==> src/rtl/sic_pkg.sv <==
package sic_pkg;
  // Word map of the register port; the routing words start at 0.
  localparam int SIC_MASK_BASE   = 16;
  localparam int SIC_STATUS_BASE = 20;
  localparam int SIC_WAKE_BASE   = 24;
  localparam int SIC_ADDR_W      = 5;
  localparam int SIC_DATA_W      = 32;
  localparam int SIC_NUM_LEVELS  = 7;
  localparam int SIC_LEVEL_W     = 3;
endpackage

==> src/rtl/sic_regs.sv <==
module sic_regs
  import sic_pkg::*;
#(
  parameter int NUM_SRC = 96,
  parameter int BANK_W  = 32,
  parameter int FIELD_W = 4,
  parameter int DATA_W  = SIC_DATA_W,
  parameter int ADDR_W  = SIC_ADDR_W
) (
  input  logic                       clk,
  input  logic                       rst,
  input  logic [NUM_SRC-1:0]         irq_in,
  input  logic                       wr_en,
  input  logic [ADDR_W-1:0]          wr_addr,
  input  logic [DATA_W-1:0]          wr_data,
  input  logic [ADDR_W-1:0]          rd_addr,
  output logic [DATA_W-1:0]          rd_data,
  output logic [NUM_SRC*FIELD_W-1:0] field_flat,
  output logic [NUM_SRC-1:0]         mask_flat,
  output logic [NUM_SRC-1:0]         wake_flat,
  output logic [NUM_SRC-1:0]         status_flat
);
  localparam int NUM_BANKS = (NUM_SRC + BANK_W - 1) / BANK_W;
  localparam int FPR       = DATA_W / FIELD_W;
  localparam int NUM_AREG  = (NUM_SRC + FPR - 1) / FPR;

  logic [DATA_W-1:0] route_q  [NUM_AREG];
  logic [BANK_W-1:0] mask_q   [NUM_BANKS];
  logic [BANK_W-1:0] wake_q   [NUM_BANKS];
  logic [BANK_W-1:0] status_q [NUM_BANKS];
  logic [NUM_BANKS*BANK_W-1:0] irq_pad;
  logic [NUM_BANKS*BANK_W-1:0] mask_all, wake_all, status_all;
  logic [NUM_AREG*DATA_W-1:0]  field_all;
  logic [DATA_W-1:0]           rd_next;

  always_comb begin
    irq_pad = '0;
    irq_pad[NUM_SRC-1:0] = irq_in;
  end

  for (genvar a = 0; a < NUM_AREG; a++) begin : g_route
    always_ff @(posedge clk) begin
      if (rst)
        route_q[a] <= '0;
      else if (wr_en && wr_addr == ADDR_W'(a))
        route_q[a] <= wr_data;
    end
  end

  for (genvar b = 0; b < NUM_BANKS; b++) begin : g_bank
    always_ff @(posedge clk) begin
      if (rst) begin
        mask_q[b]   <= '0;
        wake_q[b]   <= '0;
        status_q[b] <= '0;
      end else begin
        status_q[b] <= irq_pad[b*BANK_W +: BANK_W];
        if (wr_en && wr_addr == ADDR_W'(SIC_MASK_BASE + b))
          mask_q[b] <= wr_data[BANK_W-1:0];
        if (wr_en && wr_addr == ADDR_W'(SIC_WAKE_BASE + b))
          wake_q[b] <= wr_data[BANK_W-1:0];
      end
    end
  end

  always_comb begin
    for (int b = 0; b < NUM_BANKS; b++) begin
      mask_all[b*BANK_W +: BANK_W]   = mask_q[b];
      wake_all[b*BANK_W +: BANK_W]   = wake_q[b];
      status_all[b*BANK_W +: BANK_W] = status_q[b];
    end
    for (int a = 0; a < NUM_AREG; a++)
      field_all[a*DATA_W +: DATA_W] = route_q[a];
  end

  assign mask_flat   = mask_all[NUM_SRC-1:0];
  assign wake_flat   = wake_all[NUM_SRC-1:0];
  assign status_flat = status_all[NUM_SRC-1:0];
  assign field_flat  = field_all[NUM_SRC*FIELD_W-1:0];

  always_comb begin
    rd_next = '0;
    for (int a = 0; a < NUM_AREG; a++)
      if (rd_addr == ADDR_W'(a)) rd_next = route_q[a];
    for (int b = 0; b < NUM_BANKS; b++) begin
      if (rd_addr == ADDR_W'(SIC_MASK_BASE + b))   rd_next = DATA_W'(mask_q[b]);
      if (rd_addr == ADDR_W'(SIC_STATUS_BASE + b)) rd_next = DATA_W'(status_q[b]);
      if (rd_addr == ADDR_W'(SIC_WAKE_BASE + b))   rd_next = DATA_W'(wake_q[b]);
    end
  end

  always_ff @(posedge clk) begin
    if (rst) rd_data <= '0;
    else     rd_data <= rd_next;
  end
endmodule

==> src/rtl/sic_route.sv <==
module sic_route #(
  parameter int NUM_SRC = 96,
  parameter int FIELD_W = 4,
  parameter int NUM_LVL = 7
) (
  input  logic                       clk,
  input  logic                       rst,
  input  logic [NUM_SRC-1:0]         active,
  input  logic [NUM_SRC-1:0]         wake_src,
  input  logic [NUM_SRC*FIELD_W-1:0] field_flat,
  output logic [NUM_LVL-1:0]         lvl_req,
  output logic                       wake_req
);
  logic [NUM_LVL-1:0] hit;

  for (genvar l = 0; l < NUM_LVL; l++) begin : g_lvl
    logic [NUM_SRC-1:0] sel;
    always_comb begin
      for (int n = 0; n < NUM_SRC; n++)
        sel[n] = (field_flat[n*FIELD_W +: FIELD_W] == FIELD_W'(l));
    end
    assign hit[l] = |(active & sel);
  end

  always_ff @(posedge clk) begin
    if (rst) begin
      lvl_req  <= '0;
      wake_req <= 1'b0;
    end else begin
      lvl_req  <= hit;
      wake_req <= |wake_src;
    end
  end
endmodule

==> src/rtl/sic_ident.sv <==
module sic_ident #(
  parameter int NUM_SRC = 96,
  parameter int FIELD_W = 4,
  parameter int NUM_LVL = 7,
  parameter int LVL_W   = 3,
  localparam int IDX_W  = $clog2(NUM_SRC)
) (
  input  logic                       clk,
  input  logic                       rst,
  input  logic [NUM_SRC-1:0]         active,
  input  logic [NUM_SRC*FIELD_W-1:0] field_flat,
  input  logic [LVL_W-1:0]           id_level,
  output logic [IDX_W-1:0]           id_src,
  output logic                       id_valid
);
  logic             found;
  logic [IDX_W-1:0] pick;
  logic             lvl_ok;

  assign lvl_ok = (32'(id_level) < NUM_LVL);

  // Descending scan: the last match written is the lowest index.
  always_comb begin
    found = 1'b0;
    pick  = '0;
    for (int n = NUM_SRC - 1; n >= 0; n--) begin
      if (lvl_ok && active[n] &&
          field_flat[n*FIELD_W +: FIELD_W] == FIELD_W'(id_level)) begin
        found = 1'b1;
        pick  = IDX_W'(n);
      end
    end
  end

  always_ff @(posedge clk) begin
    if (rst) begin
      id_src   <= '0;
      id_valid <= 1'b0;
    end else begin
      id_src   <= pick;
      id_valid <= found;
    end
  end
endmodule

==> src/rtl/sic_router.sv <==
module sic_router
  import sic_pkg::*;
#(
  parameter int NUM_SRC = 96,
  parameter int BANK_W  = 32,
  parameter int FIELD_W = 4,
  localparam int IDX_W  = $clog2(NUM_SRC)
) (
  input  logic                      clk,
  input  logic                      rst,
  input  logic [NUM_SRC-1:0]        irq_in,
  input  logic                      wr_en,
  input  logic [SIC_ADDR_W-1:0]     wr_addr,
  input  logic [SIC_DATA_W-1:0]     wr_data,
  input  logic [SIC_ADDR_W-1:0]     rd_addr,
  output logic [SIC_DATA_W-1:0]     rd_data,
  input  logic [SIC_LEVEL_W-1:0]    id_level,
  output logic [IDX_W-1:0]          id_src,
  output logic                      id_valid,
  output logic [SIC_NUM_LEVELS-1:0] lvl_req,
  output logic                      wake_req
);
  logic [NUM_SRC*FIELD_W-1:0] field_flat;
  logic [NUM_SRC-1:0]         mask_flat, wake_flat, status_flat;
  logic [NUM_SRC-1:0]         active_w, wake_src_w;

  sic_regs #(
    .NUM_SRC(NUM_SRC), .BANK_W(BANK_W), .FIELD_W(FIELD_W)
  ) u_regs (
    .clk(clk), .rst(rst), .irq_in(irq_in),
    .wr_en(wr_en), .wr_addr(wr_addr), .wr_data(wr_data),
    .rd_addr(rd_addr), .rd_data(rd_data),
    .field_flat(field_flat), .mask_flat(mask_flat),
    .wake_flat(wake_flat), .status_flat(status_flat)
  );

  assign active_w   = status_flat & mask_flat;
  assign wake_src_w = status_flat & wake_flat;

  sic_route #(
    .NUM_SRC(NUM_SRC), .FIELD_W(FIELD_W), .NUM_LVL(SIC_NUM_LEVELS)
  ) u_route (
    .clk(clk), .rst(rst), .active(active_w), .wake_src(wake_src_w),
    .field_flat(field_flat), .lvl_req(lvl_req), .wake_req(wake_req)
  );

  sic_ident #(
    .NUM_SRC(NUM_SRC), .FIELD_W(FIELD_W),
    .NUM_LVL(SIC_NUM_LEVELS), .LVL_W(SIC_LEVEL_W)
  ) u_ident (
    .clk(clk), .rst(rst), .active(active_w), .field_flat(field_flat),
    .id_level(id_level), .id_src(id_src), .id_valid(id_valid)
  );
endmodule

==> config.mk <==
export PLATFORM = sky130hd
export DESIGN_NAME = sic_router
export DESIGN_NICKNAME = d
export VERILOG_FILES = /design/src/rtl/sic_pkg.sv /design/src/rtl/sic_regs.sv /design/src/rtl/sic_route.sv /design/src/rtl/sic_ident.sv /design/src/rtl/sic_router.sv
export SDC_FILE = /design/constraint.sdc
export NUM_CORES = 2
export LEC_CHECK = 0
export BUFFER_PORTS_ARGS = -buffer_cell sky130_fd_sc_hd__clkbuf_2
export CORE_MARGIN = 1.5
export CORE_UTILIZATION = 30
export DETAILED_ROUTE_END_ITERATION = 16
export SLEW_MARGIN = 20
export SYNTH_ARGS = -nofsm -noshare
export SYNTH_HDL_FRONTEND = slang
export SYNTH_SLANG_ARGS = --single-unit
==> constraint.sdc <==
create_clock -name clk -period 3 [get_ports clk]
set_clock_uncertainty 0.05 [all_clocks]
set_input_delay 0.6 -clock clk [delete_from_list [all_inputs] [get_ports clk]]
set_output_delay 0.6 -clock clk [all_outputs]
set_load 0.05 [all_outputs]
==> results.toml <==
[outcome]
status = "complete, but fails checks"
failed_checks = "negative setup slack"

[drt]
wl_per_cell_um = 49.11
route.detailed.drc = 0
via_count = 51059
viasPerCell = 6.489
firstDrtPassIters = 10
wl_um = 386400
drtIter0Drc = 9181
antenna_left = 0

[global_routing]
grt_use_total_pct = 50.99
grt_max_degree = 109
antenna_found_initial = 71
grt-ovfl-total = 0
grt_pass1_wl_um = 485000
grt_pass1_vias = 45992

[floorplanning]
core_area_um2 = 144200
dieHeight_um = 384.7
dieArea_um2 = 148000
rows = 139
initial_core_util_pct = 30.32
die-width_um = 384.7
io_pins = 192

[layout]
layout.nets = 5999
drive_above_1_share_pct = 31.15
syn2layout_area_growth_pct = 41.35

[timing]
rsz0062_at_grt = "yes"
hold_viol_final = 0
fin_crit_ns = 3.197
tns_ns = -1.084
setup_slack_ns = -0.1969
tightest_slew_ns = 1.245
fmax_mhz = 312.8
slew_violations = 0
relSlewSlack_pct = 14.84
fin_crit_sh_pct = 106.6
setup_viol = 14
holdWs_ns = 0.01221

[synth]
yosysWarnings = 0
yosysSeqAreaShare_pct = 46.16
syn_inst = 4587
synth_edf_count = 576
netlist_area_um2 = 43720
synthArstFlopShare_pct = 0
ys_seq_elements = 720
synthesis.nets = 4731
synth.top_cell.area_share_pct = 39.56
yosysTopAreaCell = "edfxtp_1"
synthTopCellsByArea = "edfxtp_1, and2_1, dfxtp_1"
synth.avg_cell_area_um2 = 9.531
synth_top_flop_cell = "edfxtp_1"
yosysUniqueCellTypes = 80

[placed_design]
dp_slack_ns = -1.271
dp_hpwl_um = 313400
place.gp.congestion = 1.143
portBuffers = 191

[setup_path]
worstPathRequired_ns = 3.64
endpoint = "u_ident.id_src[0]"
ff2ff_path_depth = 9
arrival_ns = 3.84
r2r_slack_ns = -0.20
r2r_start = "u_regs.status_q[1][3]"
path_class = "flop to flop"
cp_common_cell = "nand3b_1"
endpoint_kind = "flop"
r2r-end = "u_ident.id_src[0]"
critPathSlowestCell = "dfxtp_1"
slowest_delay_ns = 0.71
startpoint = "u_regs.status_q[1][3]"
crit_chain = "nand3b_1, nor3_2, nand3_2, buf_12, nand3b_1, a41oi_1, or4_1, o21ai_0, a311o_1"
setup.worst_path.start_class = "flop"
path_max_fanout = 5

[clock_tree]
cts_tree = "yes"
clk_latency_ns = 0.79
clock-sinks = 720
h-tree-depth = 3
clockBufferDepth = 3
clk_pin_slew_ns = 0.07
numCtsBuffers = 86
clock-root-buffer = "clkbuf_16"

[power]
irDropWorstVdd_mv = 0.5587
p_leak_nw = 23.93
cellPowerDensity_nw_per_um2 = 482.7

[hold_path]
whs_path_depth = 2
worst_hold_path_type = "input pin to flop"

[run]
cap_violations = 0
## registers in the layout, indices dropped and copies added, names as in the netlist
| name | cells |
|---|---|
| u_regs.status_q | 96 |
| u_ident.id_valid | 1 |
| u_ident.id_src | 7 |
| u_route.lvl_req | 7 |
| u_regs.wake_q | 96 |
| u_route.wake_req | 1 |
| u_regs.rd_data | 32 |
| u_regs.mask_q | 96 |
| u_regs.route_q | 384 |
## repair_timing
action,4_1_cts,5_1_grt
resized for setup,32,43
setup buffers,7,6
setup endpoints to repair,13,16
pin swaps,3,13
hold endpoints to repair,43,0
hold buffers,43,0
gates cloned,1,0
## worst max-delay path, delay by kind of cell (launching register included)
family / cells / cell delay, ns
buf+inv: 1 / 0.26
flops: 1 / 0.71
simple gates: 5 / 1.58
compound gates: 3 / 0.53
## synth_stat cells, drive strengths merged (6+ instances only)
master	n
nand3b	196
nor3b	168
a211oi	70
mux2i	16
or2	6
and3b	8
o32ai	8
a311oi	6
o22ai	62
nand4b	31
and3	16
a22oi	256
a211o	6
clkbuf	352
buf	72
edfxtp	576
o2111ai	8
or4	10
a32oi	7
nand3	183
nand2b	29
xnor2	111
nand2	239
nor3	187
o211ai	55
nor4	193
a21o	16
a21oi	36
nor2b	233
a222oi	31
o21ai	28
dfxtp	144
a31oi	45
o21bai	8
a221oi	8
nor2	277
a2111oi	35
xor2	40
nand4	132
inv	24
o211a	6
a22o	8
and2	587
## final cells by class
class                      count  area [um2]
antenna                       39       97.59
clock inverter                51       773.2
sequential                   720       20180
tap                         1903        2381
clock buffer                 108        2390
inverter                      24       90.09
multi-input combinational   3419       22290
timing repair buffer        1604       13600
fill                       14102       82380
## per-layer routing
layer	part of all wire, %	track usage [%]
met2	40	71.38
met1	37	62.29
met3	13	18.60
met4	11	41.83
met5	0.068	0.06498
## how the worst min path moves through the flow
stage / to / startpoint
after CTS: u_regs.status_q[0][13] / irq_in[13]
after global routing: u_regs.status_q[0][13] / irq_in[13]
after detailed placement: u_regs.rd_data[2] / u_regs.status_q[1][2]
final: u_regs.status_q[2][28] / irq_in[92]
after global placement: u_regs.rd_data[2] / u_regs.status_q[1][2]
after floorplan: u_regs.rd_data[10] / u_regs.status_q[1][10]
## power by group
part,total (mW),leakage (nW),internal [mW],switching [mW]
combinational,5.47,15.7,1.90,3.57
sequential,12.4,6.69,11.4,0.999
clock,12.0,1.54,6.87,5.10
## logic make-up after synthesis
kind of cell,Yosys count,share of synthesized area (%)
simple gates,2519,33.48
mux,16,0.3663
buf+inv,448,4.419
xor+xnor,151,3.025
flops,720,46.16
compound gates,733,12.55
## per-stage QoR
| stage | area (um2) | util, % | cells | power, mW |
|---|---|---|---|---|
| after floorplan | 43730 | - | 4587 | 13.85 |
| after global placement | 57570 | 39.93 | 7613 | 17.54 |
| after detailed placement | 57600 | 39.95 | 7614 | 17.53 |
| after CTS | 61470 | 42.64 | 7824 | 29.38 |
| after global routing | 61710 | 42.80 | 7833 | 30.01 |
| final | 61800 | 42.86 | 7868 | 29.83 |
## layout by cell type, fill, tap and decap left out, drive strengths merged, types with 43 or more instances in the layout
master,synthesis,layout
nor4,193,193
xnor2,111,111
a22oi,256,256
nand2,239,239
nor3b,168,168
nor3,187,187
nand3,183,183
o211ai,55,55
dfxtp,144,144
o22ai,62,62
nor2,277,277
a31oi,45,45
nand4,132,132
buf,72,1375
and2,587,587
clkbuf,352,293
edfxtp,576,576
dlygate4sd3,0,43
nand3b,196,196
nor2b,233,233
a211oi,70,70
Note: power is estimated with default switching activity, not from simulation.
